===== config.mk =====
export PLATFORM = sky130hd
export DESIGN_NAME = serial_dac_rx
export DESIGN_NICKNAME = d
export VERILOG_FILES = /design/src/rtl/sdac_pkg.sv /design/src/rtl/sdac_sync.sv /design/src/rtl/sdac_edge.sv /design/src/rtl/sdac_frame.sv /design/src/rtl/serial_dac_rx.sv
export SDC_FILE = /design/constraint.sdc
export NUM_CORES = 1
export LEC_CHECK = 0
export ABC_CLOCK_PERIOD_IN_PS = 3800
export BUFFER_PORTS_ARGS = -buffer_cell sky130_fd_sc_hd__buf_2
export CAP_MARGIN = 15
export CORE_AREA = 5 5 70 72
export CTS_CLUSTER_SIZE = 25
export DETAILED_ROUTE_END_ITERATION = 6
export DIE_AREA = 0 0 75 77
export PLACE_DENSITY = 0.67
export SLEW_MARGIN = 20
export SYNTH_ARGS = -nofsm -noshare
export SYNTH_HDL_FRONTEND = slang
export SYNTH_SLANG_ARGS = --single-unit

===== constraint.sdc =====
create_clock -name clk_i -period 3.8 [get_ports clk_i]
set_input_delay 0.76 -clock clk_i [delete_from_list [all_inputs] [get_ports clk_i]]
set_output_delay 0.76 -clock clk_i [all_outputs]
set_load 0.005 [all_outputs]

===== src/rtl/sdac_pkg.sv =====
package sdac_pkg;

    // Default configuration values
    localparam int unsigned DEF_DATA_W      = 16;
    localparam int unsigned DEF_MIN_HIGH    = 4;
    localparam int unsigned DEF_SYNC_STAGES = 2;

    // Synchronized serial pin sample
    typedef struct packed {
        logic cs_n;
        logic sclk;
        logic sdi;
    } pins_t;

    // Edge and level events derived from two consecutive samples
    typedef struct packed {
        logic cs_fall;    // chip select went low
        logic cs_rise;    // chip select went high
        logic cs_high;    // chip select currently high
        logic held_low;   // chip select low in both samples
        logic sclk_rise;  // serial clock went high
        logic sdi;        // data bit aligned with the current sample
    } edges_t;

    // Frame tracking state
    typedef enum logic [1:0] {
        FR_IDLE = 2'd0,   // chip select high, no frame open
        FR_LIVE = 2'd1,   // valid frame open
        FR_VOID = 2'd2    // frame opened after a short high time, discarded
    } frame_st_e;

    // Pin values at reset: chip select deasserted, clock and data low
    function automatic pins_t pins_idle();
        pins_t p;
        p.cs_n = 1'b1;
        p.sclk = 1'b0;
        p.sdi  = 1'b0;
        return p;
    endfunction

    // Events from the previous and current samples
    function automatic edges_t derive_edges(pins_t prev, pins_t cur);
        edges_t e;
        e.cs_fall   = prev.cs_n & ~cur.cs_n;
        e.cs_rise   = ~prev.cs_n & cur.cs_n;
        e.cs_high   = cur.cs_n;
        e.held_low  = ~prev.cs_n & ~cur.cs_n;
        e.sclk_rise = ~prev.sclk & cur.sclk;
        e.sdi       = cur.sdi;
        return e;
    endfunction

endpackage


===== src/rtl/sdac_sync.sv =====
module sdac_sync #(
    parameter int unsigned    W       = 3,
    parameter int unsigned    STAGES  = 2,
    parameter logic [W-1:0]   RST_VAL = '0
) (
    input  logic         clk_i,
    input  logic         rst_i,
    input  logic [W-1:0] d_i,
    output logic [W-1:0] q_o
);

    logic [W-1:0] stg [STAGES];

    always_ff @(posedge clk_i) begin
        if (rst_i) begin
            for (int i = 0; i < int'(STAGES); i++) begin
                stg[i] <= RST_VAL;
            end
        end else begin
            stg[0] <= d_i;
            for (int i = 1; i < int'(STAGES); i++) begin
                stg[i] <= stg[i-1];
            end
        end
    end

    assign q_o = stg[STAGES-1];

endmodule


===== src/rtl/sdac_edge.sv =====
module sdac_edge
    import sdac_pkg::*;
(
    input  logic   clk_i,
    input  logic   rst_i,
    input  pins_t  cur_i,
    output edges_t ev_o
);

    pins_t prev_q;

    // Keep the previous sample so that edges can be detected
    always_ff @(posedge clk_i) begin
        if (rst_i) begin
            prev_q <= pins_idle();
        end else begin
            prev_q <= cur_i;
        end
    end

    assign ev_o = derive_edges(prev_q, cur_i);

endmodule


===== src/rtl/sdac_frame.sv =====
module sdac_frame
    import sdac_pkg::*;
#(
    parameter int unsigned DATA_W   = DEF_DATA_W,
    parameter int unsigned MIN_HIGH = DEF_MIN_HIGH,
    parameter int unsigned CNT_W    = $clog2(DATA_W) + 1
) (
    input  logic              clk_i,
    input  logic              rst_i,
    input  edges_t            ev_i,
    output logic              commit_o,
    output logic [DATA_W-1:0] word_o,
    output logic [CNT_W-1:0]  bit_cnt_o
);

    localparam int unsigned HI_W = $clog2(MIN_HIGH + 1);
    localparam logic [HI_W-1:0]  HI_LIM  = HI_W'(MIN_HIGH);
    localparam logic [CNT_W-1:0] CNT_MAX = '1;
    localparam logic [CNT_W-1:0] CNT_REQ = CNT_W'(DATA_W);

    frame_st_e         st_q, st_d;
    logic [HI_W-1:0]   high_q;
    logic [CNT_W-1:0]  cnt_q;
    logic [DATA_W-1:0] shreg_q;
    logic              shift_en;
    logic              gap_ok;

    // Count how long chip select has been high; the count saturates at the limit
    always_ff @(posedge clk_i) begin
        if (rst_i) begin
            high_q <= '0;
        end else if (!ev_i.cs_high) begin
            high_q <= '0;
        end else if (high_q != HI_LIM) begin
            high_q <= high_q + 1'b1;
        end
    end

    assign gap_ok = (high_q >= HI_LIM);

    // Frame state
    always_comb begin
        st_d = st_q;
        unique case (st_q)
            FR_IDLE: if (ev_i.cs_fall) st_d = gap_ok ? FR_LIVE : FR_VOID;
            FR_LIVE: if (ev_i.cs_rise) st_d = FR_IDLE;
            FR_VOID: if (ev_i.cs_rise) st_d = FR_IDLE;
            default: st_d = FR_IDLE;
        endcase
    end

    always_ff @(posedge clk_i) begin
        if (rst_i) begin
            st_q <= FR_IDLE;
        end else begin
            st_q <= st_d;
        end
    end

    // Shift only inside a valid frame, on a serial clock rise, with chip select held low
    assign shift_en = (st_q == FR_LIVE) && ev_i.held_low && ev_i.sclk_rise;

    always_ff @(posedge clk_i) begin
        if (rst_i) begin
            cnt_q <= '0;
        end else if (ev_i.cs_fall) begin
            cnt_q <= '0;
        end else if (shift_en && (cnt_q != CNT_MAX)) begin
            cnt_q <= cnt_q + 1'b1;
        end
    end

    always_ff @(posedge clk_i) begin
        if (rst_i) begin
            shreg_q <= '0;
        end else if (shift_en) begin
            shreg_q <= {shreg_q[DATA_W-2:0], ev_i.sdi};
        end
    end

    assign commit_o  = ev_i.cs_rise && (st_q == FR_LIVE) && (cnt_q >= CNT_REQ);
    assign word_o    = shreg_q;
    assign bit_cnt_o = cnt_q;

endmodule


===== src/rtl/serial_dac_rx.sv =====
module serial_dac_rx
    import sdac_pkg::*;
#(
    parameter int unsigned DATA_W      = DEF_DATA_W,
    parameter int unsigned MIN_HIGH    = DEF_MIN_HIGH,
    parameter int unsigned SYNC_STAGES = DEF_SYNC_STAGES
) (
    input  logic              clk_i,
    input  logic              rst_i,
    input  logic              cs_n_i,
    input  logic              sclk_i,
    input  logic              sdi_i,
    output logic [DATA_W-1:0] dac_o,
    output logic              upd_o
);

    localparam int unsigned CNT_W = $clog2(DATA_W) + 1;

    logic [2:0]        pins_raw, pins_sync;
    pins_t             pins_s;
    edges_t            ev;
    logic              commit;
    logic [DATA_W-1:0] word;
    logic [CNT_W-1:0]  bit_cnt;
    logic              cs_rise_w, cs_high_w;

    assign pins_raw = {cs_n_i, sclk_i, sdi_i};

    sdac_sync #(
        .W       (3),
        .STAGES  (SYNC_STAGES),
        .RST_VAL (3'(pins_idle()))
    ) sync_i (
        .clk_i (clk_i),
        .rst_i (rst_i),
        .d_i   (pins_raw),
        .q_o   (pins_sync)
    );

    assign pins_s = pins_t'(pins_sync);

    sdac_edge edge_i (
        .clk_i (clk_i),
        .rst_i (rst_i),
        .cur_i (pins_s),
        .ev_o  (ev)
    );

    sdac_frame #(
        .DATA_W   (DATA_W),
        .MIN_HIGH (MIN_HIGH),
        .CNT_W    (CNT_W)
    ) frame_i (
        .clk_i     (clk_i),
        .rst_i     (rst_i),
        .ev_i      (ev),
        .commit_o  (commit),
        .word_o    (word),
        .bit_cnt_o (bit_cnt)
    );

    // DAC holding register and update strobe
    always_ff @(posedge clk_i) begin
        if (rst_i) begin
            dac_o <= '0;
            upd_o <= 1'b0;
        end else begin
            upd_o <= commit;
            if (commit) begin
                dac_o <= word;
            end
        end
    end

    // Event taps for the bound checker
    assign cs_rise_w = ev.cs_rise;
    assign cs_high_w = ev.cs_high;

endmodule


-- After elaboration in Yosys (flattened, before gate mapping)
Memory sizes are Yosys's and may differ from the RTL's.
Cells that the tools add are included.
- register bits: 45
- bits in writable memories: 6
- output and inout bits: 17
- word-level logic and storage cells: 47
- memories: 1
- add/sub/neg operators: 2
- $lt $le $gt $ge: 2
- eq/ne operators: 6
- mux-type cells: 9
- bitwise gates (word level): 9
- reductions and logical operators: 10
- memories (name ; words ; bits a word ; read ports ; clocked after memory_dff ; write ports ; RTL line ; text):
    sync_i.stg ; 2 ; 3 ; 2 ; 0 ; 2 ; sdac_sync.sv:12 ; logic [W-1:0] stg [STAGES];
- operator list (kind ; count):
    2-bit 2-to-1 mux ; 3
    3-bit 2-to-1 mux ; 2
    2-bit OR reduction ; 3
    5-bit by 1-bit adder with 5-bit output (second input constant) ; 1
    5-bit greater-or-equal comparator (second input constant) ; 1
    1-bit logical AND ; 5
    5-bit inequality test (second input constant) ; 1
    1-bit bitwise AND ; 4
    2-bit case mux with 2 select lines ; 1
    3-bit by 1-bit adder with 3-bit output (second input constant) ; 1
    3-bit greater-or-equal comparator (second input constant) ; 1
    1-bit 2-to-1 mux ; 3
    3-bit inequality test (second input constant) ; 1
    1-bit NOT ; 3
    2-bit by 1-bit == test with 1-bit output (second input constant) ; 1
    2-bit == test (second input constant) ; 1
    2-bit zero test ; 1
    2-bit by 1-bit inequality test with 1-bit output (second input constant) ; 1
    2-bit inequality test (second input constant) ; 1
    1-bit bitwise OR ; 2
    2-bit AND reduction ; 1

-- Logic depth before layout (Yosys ltp)
- word-level depth: 5
- depth in mapped cells: 7
- depth with buffers taken out: 6

-- Hierarchy
A second synthesis with hierarchy kept.
- cells, all modules: 207
- area total of the unflattened synthesis: 1955.6 sq um
- by module, submodules not included (module ; instances ; cells an instance ; area an instance (sq um) ; sequential area each (sq um)):
    sdac_frame ; 1 ; 128 ; 1074.8 ; 520.5
    serial_dac_rx ; 1 ; 54 ; 608.1 ; 340.3
    sdac_sync ; 1 ; 15 ; 180.2 ; 120.1
    sdac_edge ; 1 ; 10 ; 92.6 ; 40.0

-- Least setup slack after synthesis
Ideal clock, no wire load.
- path type: register to register
- from: register frame_i.cnt_q[0], in the netlist frame_i.bit_cnt_o[0]
- to: register frame_i.cnt_q[0], in the netlist frame_i.bit_cnt_o[0]
- setup time: 0.070 ns
- data arrival time: 1.784 ns
- required time: 3.730 ns
- path slack: 1.946 ns
- stages on the path, launching flop included: 7
- path through: dfxtp_1 -> ha_1 -> and3_1 -> ha_1 -> or4b_4 -> or3_1 -> a21oi_1
- longest elaborated chain between the ends: 2
- elaborated cells on any way between the ends: 3
- classes of those cells: 1 x add/sub; 1 x eq/ne; 1 x reduce/logical
- RTL lines (item ; RTL line ; text):
    start: declaration ; sdac_frame.sv:23 ; logic [CNT_W-1:0] cnt_q;
    start signal: assignment ; sdac_frame.sv:69 ; cnt_q <= cnt_q + 1'b1;
    branches (longest 2 deep; another with 5-bit by 1-bit adder with 5-bit output) ; -- ;
Several ways; the timed one is not identified.
A chain may end at the register's enable or synchronous reset.

-- Final worst setup path
Same ends and word-level chain as after synthesis.

==> results by group <==
Setup path
  – Crit path capture type: register
  – Crit path to: frame_i.bit_cnt_o[0]
  – Top cell family by delay on the critical path: simple AND/OR/NAND/NOR gates
  – Critical-path maximum fanout: 6
  – Slowest CP cell: or4b_4
  – Worst Path Buf+Inv: 0
  – FF-to-FF setup slack: 1.81 ns
  – Worst path most repeated cell: ha_1
  – Arr. time, crit path: 2.23 ns
  – Crit-path cells: ha_1 > and3_1 > ha_1 > or4b_4 > or3_1 > a21oi_1
  – Startpoint class of the critical path: register
  – RR Endpoint: frame_i.bit_cnt_o[0]
  – Crit path from: frame_i.bit_cnt_o[0]
  – Origin of the critical flop-to-flop path: frame_i.bit_cnt_o[0]
  – Max incr delay on CP: 0.52 ns
  – WP data required: 4.04 ns
  – WS Path Type: reg2reg
  – CP Depth: 6
  – Cell count of the worst reg-to-reg path: 6

Place
  – Post-DP HPWL: 2270 µm
  – Placement Setup Slack: 1.84 ns
  – Placer's final routability congestion estimate: 0.719
  – IO buf count: 21

STA
  – Clock Skew: 0.0105 ns
  – # setup viols final: 0
  – Hold slack: 0.413 ns
  – Min Tclk post-route: 1.99 ns
  – Worst-Margin Slew: 0.791 ns
  – Final hold viol count: 0
  – Fin crit share: 52.5%
  – Max-slew violations: 0
  – Slew headroom: 47.3%
  – Max frequency: 0.502 GHz
  – RSZ-0062 raised after global routing: no
  – Final worst setup slack: 1.81 ns
  – Setup TNS: 0 ns

Floorplanning
  – Row cnt: 24
  – Io pins: 22
  – Die area: 0.00578 mm²
  – Starting Density: 47.0%
  – CORE AREA: 0.00423 mm²
  – Die width: 75 µm
  – Chip height: 77 µm

Global route
  – GR Layer Usage met3: 4.58%
  – Total congestion overflow: 0
  – Global-route wire length before repair: 6690 µm
  – GRT met1 Usage: 19.2%
  – All-Layer GR Usage: 14.6%
  – M2 GR Usage: 21.7%
  – Vias in the first global route: 1,501
  – Largest net degree at the start of global routing: 50
  – Initial antenna violation count: 0
  – Top Usage Layer GRT: met2

Clocking
  – Post-CTS setup buffers: 0
  – Root Buffer Master: clkbuf_8
  – Clock-pin slew on the worst setup and hold paths: 0.09 ns
  – Clock buffer depth: 2
  – Clock Latency Late Sink: 0.31 ns
  – Hold buffers post-CTS: 0
  – Clock Sinks: 51
  – H-tree depth: 2
  – # resized after CTS: 0
  – CTS tree: yes
  – CTS Buf Count: 5

Pwr
  – VDD IR max: 0.272 mV
  – Total Power: 0.000978 W
  – Lkg Pwr: 0.807 nW
  – Pwr/cell area: 439 mW/mm²

Synth
  – Sequential fraction of the synthesis area: 51.3%
  – Syn_area_per_cell: 8.66 µm²
  – Share of the synthesized area in the top cell type: 51.3%
  – Yosys cell types: 29
  – Syn_nets: 241
  – Synthesized flop and latch total: 51
  – Top cells by area, synth: dfxtp_1, a21oi_1, nand2_1
  – Syn Inst Count: 230
  – Yosys warnings: 0
  – Synthesized area: 0.00199 mm²
  – Cell accounting for the most synthesized area: dfxtp_1

Routing
  – Vias: 1,561
  – Initial detailed-routing violation count: 105
  – Number of remaining DRC errors: 0
  – Final wirelength: 3690 µm
  – Via/cell ratio: 5.24
  – Drt pass-1 iters: 4
  – DRT antenna net count: 0
  – Routed len/inst: 12.4 µm

Outcome
  – Status: completed

Layout
  – Most common cell after layout, fill and taps aside: dfxtp_1
  – Filler Cell Count: 402
  – Area growth syn-to-layout: 11.8%
  – Share of cells above drive strength 1: 15.4%
  – Most frequent cells in the layout: dfxtp_1, a21oi_1, nand2_1, buf_2, nand3_1
  – N_diodes: 0
  – Area of the multi-input gates: 880 µm²
  – # nets final: 256
  – Register Area: 0.00102 mm²

Run
  – Max Cap Viol: 0

Min path
  – Hold Crit Class: reg2reg
[per-layer routing]
layer  vias to the layer above  share of wire, %  wire length [µm]
met1                       712                50              1860
met3                         5               4.6               169
li1                        818                 -                 -
met5                         -                 0                 0
met2                        26                43              1590
met4                         0               2.1                76
[cell type report]
cell class	count	area share, %
Tap cell	52	2.92
Sequential cell	51	45.9
Inverter	7	1.18
Clock inverter	2	1.74
Multi-Input combinational cell	158	39.5
Timing Repair Buffer	22	5.06
Clock buffer	6	3.71
[worst min path at each step]
stage / start / end / slack (ns) / cells after the start
floorplan: sync_i.stg[0][2] / sync_i.stg[0][5] / 0.39 / 1
global placement: sync_i.stg[0][2] / sync_i.stg[0][5] / 0.39 / 1
detailed placement: sync_i.stg[0][2] / sync_i.stg[0][5] / 0.39 / 1
CTS: sync_i.stg[0][2] / sync_i.stg[0][5] / 0.42 / 1
global route: sync_i.stg[0][2] / sync_i.stg[0][5] / 0.43 / 1
finish: sync_i.stg[0][2] / sync_i.stg[0][5] / 0.41 / 1
[cells in the mapped netlist, drive strengths merged]
master	number
a21oi	37
o21ai	19
nand3b	3
nor2b	4
buf	4
nor3	3
inv	7
nor3b	1
nand2b	5
or3b	2
dfxtp	51
or2	4
nor4b	1
or4b	2
nand2	35
clkbuf	10
o32ai	2
xnor2	1
nand3	20
mux2i	2
and3	1
ha	6
nor4bb	1
or3	1
nor2	6
nand4b	1
and4b	1
[logic make-up after synthesis]
| kind of cell | Yosys count | synth area share, % |
|---|---|---|
| buffers and inverters | 21 | 4.53 |
| AND/OR/NAND/NOR | 91 | 24.0 |
| multiplexers | 2 | 1.01 |
| flip-flops | 51 | 51.3 |
| adder cells (fa/ha/maj) | 6 | 3.77 |
| XOR/XNOR | 1 | 0.440 |
| AO/OA/AOI/OAI | 58 | 15.0 |
[state kept, by name (all words and copies together) (netlist names)]
register	count
frame_i.bit_cnt_o	5
frame_i.high_q	3
frame_i.st_q	2
sync_i.stg	6
edge_i.prev_q	2
frame_i.word_o	16
dac_o	16
upd_o	1
[through the flow]
step | area [µm²] | utilization (%) | cells
floorplan | 1990 | - | 230
global placement | 2100 | 49.7 | 290
detailed placement | 2100 | 49.7 | 290
CTS | 2230 | 52.6 | 298
global route | 2230 | 52.6 | 298
finish | 2230 | 52.6 | 298
[where the power goes]
group	leakage [nW]	internal, W	total (W)	switching (W)
sequential	0.413	0.000541	0.000549	0.00000789
combinational	0.332	0.0000136	0.0000334	0.0000198
clock	0.0618	0.000217	0.000395	0.000179
total	0.807	0.000772	0.000978	0.000206
(Power assumes the default switching activity.)
